--- src/rtl/vlp_pkg.sv ---
package vlp_pkg;
  typedef enum logic [1:0] {
    OP_ADD = 2'd0,
    OP_SUB = 2'd1,
    OP_MUL = 2'd2,
    OP_DIV = 2'd3
  } vlp_op_e;
endpackage

--- src/rtl/vlp_regfile.sv ---
module vlp_regfile #(
  parameter int W         = 16,
  parameter int NREG      = 9,
  parameter int RW        = 4,
  parameter int INIT_STEP = 3,
  parameter int INIT_BASE = 2
) (
  input  logic          clk,
  input  logic          rst,
  input  logic          we,
  input  logic [RW-1:0] waddr,
  input  logic [W-1:0]  wdata,
  input  logic [RW-1:0] ra_addr,
  output logic [W-1:0]  ra_data,
  input  logic [RW-1:0] rb_addr,
  output logic [W-1:0]  rb_data,
  input  logic [RW-1:0] rc_addr,
  output logic [W-1:0]  rc_data
);
  localparam logic [RW-1:0] LASTR = RW'(NREG - 1);

  logic [W-1:0] rf [NREG];

  always_ff @(posedge clk) begin
    if (rst) begin
      for (int i = 0; i < NREG; i++) rf[i] <= W'(i * INIT_STEP + INIT_BASE);
    end else if (we && waddr <= LASTR) begin
      rf[waddr] <= wdata;
    end
  end

  assign ra_data = (ra_addr <= LASTR) ? rf[ra_addr] : '0;
  assign rb_data = (rb_addr <= LASTR) ? rf[rb_addr] : '0;
  assign rc_data = (rc_addr <= LASTR) ? rf[rc_addr] : '0;

  AST_WR_IN_RANGE: assert property (@(posedge clk) disable iff (rst)
    we |-> (waddr <= LASTR));
endmodule

--- src/rtl/vlp_exec.sv ---
module vlp_exec
  import vlp_pkg::*;
#(
  parameter int W       = 16,
  parameter int RW      = 4,
  parameter int LAT_ALU = 1,
  parameter int LAT_MUL = 3,
  parameter int LAT_DIV = 5
) (
  input  logic          clk,
  input  logic          rst,
  input  logic          clear,
  input  logic          issue,
  input  vlp_op_e       op,
  input  logic [RW-1:0] dst,
  input  logic [W-1:0]  a,
  input  logic [W-1:0]  b,
  output logic          busy,
  output logic          last,
  output logic [RW-1:0] dst_q,
  output logic [W-1:0]  res_q
);
  localparam int LMAX = (LAT_DIV > LAT_MUL) ? ((LAT_DIV > LAT_ALU) ? LAT_DIV : LAT_ALU)
                                            : ((LAT_MUL > LAT_ALU) ? LAT_MUL : LAT_ALU);
  localparam int CNTW = $clog2(LMAX + 1);

  logic [CNTW-1:0] cnt, lat_m1;
  logic [W-1:0]    res_d;

  always_comb begin
    unique case (op)
      OP_ADD:  begin res_d = a + b; lat_m1 = CNTW'(LAT_ALU - 1); end
      OP_SUB:  begin res_d = a - b; lat_m1 = CNTW'(LAT_ALU - 1); end
      OP_MUL:  begin res_d = a * b; lat_m1 = CNTW'(LAT_MUL - 1); end
      default: begin
        res_d  = (b == '0) ? '1 : a / b;
        lat_m1 = CNTW'(LAT_DIV - 1);
      end
    endcase
  end

  assign last = busy && (cnt == '0);

  always_ff @(posedge clk) begin
    if (rst || clear) begin
      busy  <= 1'b0;
      cnt   <= '0;
      dst_q <= '0;
      res_q <= '0;
    end else if (issue) begin
      busy  <= 1'b1;
      cnt   <= lat_m1;
      dst_q <= dst;
      res_q <= res_d;
    end else if (last) begin
      busy <= 1'b0;
    end else if (busy) begin
      cnt <= cnt - CNTW'(1);
    end
  end

  AST_ISSUE_WHEN_FREE: assert property (@(posedge clk) disable iff (rst || clear)
    issue |-> (!busy || last));
  AST_HOLD_RESULT: assert property (@(posedge clk) disable iff (rst || clear)
    (busy && !last) |=> (busy && $stable(dst_q) && $stable(res_q)));
endmodule

--- src/rtl/vlp_hazard.sv ---
module vlp_hazard #(
  parameter int W  = 16,
  parameter int RW = 4
) (
  input  logic          clk,
  input  logic          rst,
  input  logic          of_valid,
  input  logic [RW-1:0] src1,
  input  logic [RW-1:0] src2,
  input  logic          ex_busy,
  input  logic          ex_last,
  input  logic [RW-1:0] ex_dst,
  input  logic [W-1:0]  ex_res,
  input  logic          wb_valid,
  input  logic [RW-1:0] wb_dst,
  input  logic [W-1:0]  wb_data,
  input  logic [W-1:0]  rf_a,
  input  logic [W-1:0]  rf_b,
  output logic          of_adv,
  output logic [W-1:0]  opa,
  output logic [W-1:0]  opb
);
  logic unit_busy, raw_pending, stall;

  assign unit_busy   = ex_busy && !ex_last;
  assign raw_pending = ex_busy && !ex_last && (src1 == ex_dst || src2 == ex_dst);
  assign stall       = of_valid && (unit_busy || raw_pending);
  assign of_adv      = of_valid && !stall;

  always_comb begin
    if (ex_last && src1 == ex_dst)        opa = ex_res;
    else if (wb_valid && src1 == wb_dst)  opa = wb_data;
    else                                  opa = rf_a;
    if (ex_last && src2 == ex_dst)        opb = ex_res;
    else if (wb_valid && src2 == wb_dst)  opb = wb_data;
    else                                  opb = rf_b;
  end

  AST_ISSUE_ONLY_AT_LAST: assert property (@(posedge clk) disable iff (rst)
    (of_adv && ex_busy) |-> ex_last);
endmodule

--- src/rtl/vlp_core.sv ---
module vlp_core
  import vlp_pkg::*;
#(
  parameter int W       = 16,
  parameter int NREG    = 9,
  parameter int DEPTH   = 16,
  parameter int CW      = 16,
  parameter int LAT_ALU = 1,
  parameter int LAT_MUL = 3,
  parameter int LAT_DIV = 5,
  localparam int RW     = $clog2(NREG),
  localparam int AW     = $clog2(DEPTH),
  localparam int NW     = AW + 1,
  localparam int IW     = 2 + 3 * RW
) (
  input  logic          clk,
  input  logic          rst,
  input  logic          prog_we,
  input  logic [AW-1:0] prog_addr,
  input  logic [IW-1:0] prog_data,
  input  logic [NW-1:0] n_instr,
  input  logic          start,
  input  logic [RW-1:0] rd_addr,
  output logic [W-1:0]  rd_data,
  output logic          ret_valid,
  output logic [RW-1:0] ret_dst,
  output logic [W-1:0]  ret_data,
  output logic          done,
  output logic [CW-1:0] cycle_count
);
  logic [IW-1:0] imem [DEPTH];

  logic          running, start_acc;
  logic [NW-1:0] pc, n_q, ret_cnt;
  logic          if_v, of_v, if_adv, of_adv, fetch_take;
  logic [IW-1:0] if_instr, of_instr;
  vlp_op_e       of_op;
  logic [RW-1:0] of_dst, of_s1, of_s2;
  logic [W-1:0]  rf_a, rf_b, rf_c, opa, opb;
  logic          ex_busy, ex_last;
  logic [RW-1:0] ex_dst;
  logic [W-1:0]  ex_res;

  assign start_acc  = start && !running;
  assign if_adv     = if_v && (!of_v || of_adv);
  assign fetch_take = running && (!if_v || if_adv) && (pc < n_q);

  assign of_op  = vlp_op_e'(of_instr[IW-1 -: 2]);
  assign of_dst = of_instr[3*RW-1 -: RW];
  assign of_s1  = of_instr[2*RW-1 -: RW];
  assign of_s2  = of_instr[RW-1:0];

  // instruction store: one write port, one registered read port
  always_ff @(posedge clk) begin
    if (prog_we && !running) imem[prog_addr] <= prog_data;
  end

  always_ff @(posedge clk) begin
    if (start_acc)       if_instr <= imem[0];
    else if (fetch_take) if_instr <= imem[pc[AW-1:0]];
  end

  // fetch stage occupancy and program counter
  always_ff @(posedge clk) begin
    if (rst) begin
      if_v <= 1'b0;
      pc   <= '0;
    end else if (start_acc) begin
      if_v <= 1'b1;
      pc   <= NW'(1);
    end else if (running && (!if_v || if_adv)) begin
      if_v <= (pc < n_q);
      if (pc < n_q) pc <= pc + NW'(1);
    end
  end

  // operand fetch stage
  always_ff @(posedge clk) begin
    if (rst || start_acc) begin
      of_v     <= 1'b0;
      of_instr <= '0;
    end else if (if_adv) begin
      of_v     <= 1'b1;
      of_instr <= if_instr;
    end else if (of_adv) begin
      of_v <= 1'b0;
    end
  end

  vlp_hazard #(.W(W), .RW(RW)) u_haz (
    .clk(clk), .rst(rst), .of_valid(of_v), .src1(of_s1), .src2(of_s2),
    .ex_busy(ex_busy), .ex_last(ex_last), .ex_dst(ex_dst), .ex_res(ex_res),
    .wb_valid(ret_valid), .wb_dst(ret_dst), .wb_data(ret_data),
    .rf_a(rf_a), .rf_b(rf_b), .of_adv(of_adv), .opa(opa), .opb(opb)
  );

  vlp_exec #(.W(W), .RW(RW), .LAT_ALU(LAT_ALU), .LAT_MUL(LAT_MUL), .LAT_DIV(LAT_DIV)) u_ex (
    .clk(clk), .rst(rst), .clear(start_acc), .issue(of_adv), .op(of_op),
    .dst(of_dst), .a(opa), .b(opb), .busy(ex_busy), .last(ex_last),
    .dst_q(ex_dst), .res_q(ex_res)
  );

  // write-back stage, also the retire port
  always_ff @(posedge clk) begin
    if (rst || start_acc) begin
      ret_valid <= 1'b0;
      ret_dst   <= '0;
      ret_data  <= '0;
    end else begin
      ret_valid <= ex_last;
      ret_dst   <= ex_dst;
      ret_data  <= ex_res;
    end
  end

  vlp_regfile #(.W(W), .NREG(NREG), .RW(RW)) u_rf (
    .clk(clk), .rst(rst), .we(ret_valid), .waddr(ret_dst), .wdata(ret_data),
    .ra_addr(of_s1), .ra_data(rf_a), .rb_addr(of_s2), .rb_data(rf_b),
    .rc_addr(rd_addr), .rc_data(rf_c)
  );

  always_ff @(posedge clk) begin
    if (rst) rd_data <= '0;
    else     rd_data <= rf_c;
  end

  // run control and cycle counter
  always_ff @(posedge clk) begin
    if (rst) begin
      running     <= 1'b0;
      cycle_count <= '0;
      done        <= 1'b0;
      ret_cnt     <= '0;
      n_q         <= '0;
    end else begin
      done <= 1'b0;
      if (start_acc) begin
        running     <= 1'b1;
        cycle_count <= CW'(1);
        ret_cnt     <= '0;
        n_q         <= n_instr;
      end else if (running) begin
        if (ret_valid) ret_cnt <= ret_cnt + NW'(1);
        if (ret_valid && ret_cnt == n_q - NW'(1)) begin
          running <= 1'b0;
          done    <= 1'b1;
        end else begin
          cycle_count <= cycle_count + CW'(1);
        end
      end
    end
  end

  AST_DONE_ONE_CYCLE: assert property (@(posedge clk) disable iff (rst)
    done |=> !done);
  AST_COUNT_FROZEN: assert property (@(posedge clk) disable iff (rst)
    (!running && !start) |=> $stable(cycle_count));
  AST_EX_TO_WB: assert property (@(posedge clk) disable iff (rst)
    ex_last |=> ret_valid);
endmodule

--- config.mk ---
export PLATFORM = sky130hd
export DESIGN_NAME = vlp_core
export DESIGN_NICKNAME = d
export VERILOG_FILES = /design/src/rtl/vlp_pkg.sv /design/src/rtl/vlp_regfile.sv /design/src/rtl/vlp_exec.sv /design/src/rtl/vlp_hazard.sv /design/src/rtl/vlp_core.sv
export SDC_FILE = /design/constraint.sdc
export NUM_CORES = 2
export LEC_CHECK = 0
export ABC_AREA = 0
export ABC_CLOCK_PERIOD_IN_PS = 41800
export BUFFER_PORTS_ARGS = -buffer_cell sky130_fd_sc_hd__buf_2
export CORE_MARGIN = 4
export CORE_UTILIZATION = 46
export CTS_BUF_LIST = sky130_fd_sc_hd__clkbuf_16
export CTS_CLUSTER_SIZE = 16
export DETAILED_ROUTE_END_ITERATION = 7
export HOLD_SLACK_MARGIN = 0.12
export SLEW_MARGIN = 20
export SYNTH_ARGS = -nofsm -noshare
export SYNTH_HDL_FRONTEND = slang
export SYNTH_HIERARCHICAL = 1
export SYNTH_SLANG_ARGS = --single-unit
--- constraint.sdc ---
create_clock -name clk -period 41.8 [get_ports clk]
set_input_delay 4.18 -clock clk [delete_from_list [all_inputs] [get_ports clk]]
set_output_delay 4.18 -clock clk [all_outputs]
set_load 0.005 [all_outputs]
==> flow_summary.json <==
{
  "status": "complete, no violations",
  "syn_area_um2": 36070,
  "tns_ns": 0,
  "drive_gt1_share_pct": 13.62,
  "setup_ws_ns": 8.866,
  "viasPerCell": 6.034,
  "path_class": "reg -> reg",
  "yosysTopAreaCellShare_pct": 31.81,
  "r2r_cells": 120,
  "synth_edf_count": 382,
  "wire_per_inst_um": 22.69,
  "rsz0062_at_grt": "no",
  "p_switching_mw": 1.229,
  "grt_usage_pct": 24.91,
  "cts_hold_buffers": 0,
  "grt_pass1_vias": 27210,
  "p_int_mw": 1.535,
  "clkTransAtPathRegs_ns": 0.07,
  "ir_drop_uv": 91.46,
  "htreeDepth": 2,
  "postCtsSetupBuffers": 0,
  "holdCritPathClass": "reg -> reg",
  "synth_common_cells": "edfxtp_1, nand2_1, nor2_1, ha_1, inv_1",
  "worstPathArrival_ns": 33.44,
  "cts_tree": "done",
  "wirelength_mm": 104.7,
  "core-area_um2": 77590,
  "relSlewSlack_pct": 26.94,
  "crit_family": "compound AO/OA/AOI/OAI gates",
  "finalNetCount": 3859,
  "seqCellArea_um2": 13690,
  "drtAntennaViolNets": 0,
  "hold_viol": 0,
  "max_freq_mhz": 30.36,
  "n_antenna_cell": 0,
  "ys_async_sr_fraction_pct": 0,
  "dp_slack_ns": 9.443,
  "root_buffer": "clkbuf_16",
  "synth_warnings": 6,
  "crit_path_max_incr_delay_ns": 0.76,
  "synth_cell_type_count": 105,
  "combPwrFrac_pct": 63.2,
  "yosysMostFrequentCell": "edfxtp_1",
  "pwr_density_cell_nw_per_um2": 70.02,
  "crit_buf_inv": 8,
  "antenna_found_initial": 1,
  "ys_seq_elements": 492,
  "cts_resized": 0,
  "n_fill_cell": 7162,
  "required_ns": 42.31,
  "timing.final.crit_share_pct": 78.79,
  "synth_top_area_cell": "edfxtp_1",
  "clkLatencyLatePin_ns": 0.62,
  "ys_seq_area_share_pct": 37.91,
  "grt_pass1_wl_mm": 161.6,
  "dpl.hpwl_mm": 73.46,
  "synth_nets": 3813,
  "setup_viol_count_final": 0,
  "clock_skew_ns": 0.06375,
  "syn_area_per_cell_um2": 10.35,
  "grt.overflow.total": 0,
  "rows": 102,
  "drc": 0,
  "worst-path-stages": 120,
  "p_seq_share_pct": 19.9,
  "slew_viol_final": 0,
  "swShare_pct": 44.48,
  "path_common_cell": "a21oi_1",
  "pin_count": 85,
  "netlist_instances": 3486,
  "die_h_um": 288.0,
  "finalCriticalPeriod_ns": 32.93,
  "grt_start_max_net_pins": 61,
  "vias": 27850,
  "dieArea_um2": 82950,
  "dr.first_iter.drc_count": 2417,
  "leakage_nw": 14.94,
  "ys.flop_type": "edfxtp_1",
  "chipWidth_um": 288.0,
  "pwr-share-clk_pct": 16.9,
  "syn_to_final_growth_pct": 9.450,
  "numCtsBuffers": 52,
  "first_pass_iters": 6,
  "initial_core_util_pct": 46.48,
  "synthTopCellsByArea": "edfxtp_1, ha_1, mux4_2",
  "tightest_slew_ns": 1.092,
  "crit_path_start_kind": "flip-flop",
  "crit_fanout": 38,
  "multi_input_area_um2": 20830,
  "cpMaxStageDelayCell": "o21ai_1",
  "clock-sinks": 492,
  "cts.path.max_buffers": 3,
  "worstHoldPathCells": 2,
  "gp_congestion": 0.9324,
  "maxCapViolations": 0,
  "numPortBuffers": 84,
  "end_kind": "flip-flop"
}
cell type report:
cell class	count	area share [%]
Clock buffer	52	3.296
Clock inverter	46	1.113
Inverter	197	1.873
Multi-Input combinational cell	2605	52.78
Sequential cell	492	34.68
Tap cell	1040	3.296
Timing Repair Buffer	184	2.967
power groups by stage:
stage          Clock, mW  Combinational, mW  Sequential (mW)
2_1_floorplan          0               1.30            0.555
3_3_place_gp           0               1.72            0.560
3_5_place_dp           0               1.71            0.560
4_1_cts            0.477               1.73            0.550
5_1_grt            0.499               1.93            0.551
6_report           0.468               1.75            0.550
stage by stage:
stage	cell area (um2)	instances	utilization (%)	hold WS (ns)	total power [mW]
2_1_floorplan	36070	3486	-	0.4351	1.855
3_3_place_gp	37720	4518	48.61	0.4432	2.280
3_5_place_dp	37720	4518	48.61	0.4478	2.269
6_report	39470	4616	50.87	0.4562	2.764
4_1_cts	39460	4616	50.86	0.4566	2.753
5_1_grt	39470	4616	50.87	0.4759	2.981
kinds of logic (layout without fill, tap and decap cells):
kind of cell | count (synthesis) | in the layout | synth area share [%]
DFF | 492 | 492 | 37.91
buffers and inverters | 389 | 479 | 4.552
muxes | 253 | 253 | 10.78
xor gates and xnor gates | 162 | 162 | 4.007
and+or+nand+nor | 1162 | 1162 | 16.20
AOI/OAI and AO/OA | 732 | 732 | 14.59
adders and majority gates | 296 | 296 | 11.95
sequential cells by signal, summed over array words and instances, names as in the netlist, 14 cells and up:
| register | flops |
|---|---|
| cycle_count | 16 |
| u_ex/res_q | 16 |
| u_rf/rf | 144 |
| imem | 224 |
| rd_data | 16 |
| of_instr | 14 |
| if_instr | 14 |
| ret_data | 16 |
layout by cell type, fill, tap and decap left out, types with 52 or more instances in the layout:
master     instances
a21oi_1          128
a22oi_1           52
a31oi_1           52
and2_1           171
buf_2             84
buf_4            100
clkbuf_16         52
dfxtp_1          103
edfxtp_1         382
fa_1              81
ha_1             215
inv_1            202
mux2i_1          120
mux4_2           100
nand2_1          343
nor2_1           227
nor3_1            91
o21ai_0          105
or3_1             58
xnor2_1          108
final timing paths:
check                                start                    endpoint  slack [ns]
setup / recovery  of_instr[0]$_SDFFE_PP0P_  u_ex/res_q[0]$_SDFFE_PP0P_        8.87
hold / removal    of_instr[5]$_SDFFE_PP0P_    of_instr[5]$_SDFFE_PP0P_        0.46
setup reg to reg  of_instr[0]$_SDFFE_PP0P_  u_ex/res_q[0]$_SDFFE_PP0P_        8.87
hold reg to reg   of_instr[5]$_SDFFE_PP0P_    of_instr[5]$_SDFFE_PP0P_        0.46
routing by layer:
layer	vias to the layer above	global-route usage [%]	wire, um
li1	13010	-	-
met1	13770	34.56	46030
met2	916	41.91	49870
met3	159	2.961	6306
met4	0	5.856	2538
met5	-	0	0
worst register-to-register path: cells and delay by family, from the launching register on:
kind,cells,cell delay (ns)
buffers and inverters,8,2.20
and+or+nand+nor,28,6.12
DFF,1,0.52
AOI/OAI and AO/OA,68,19.08
xor gates and xnor gates,1,0.21
adders and majority gates,15,4.65
(Power assumes the default switching activity.)
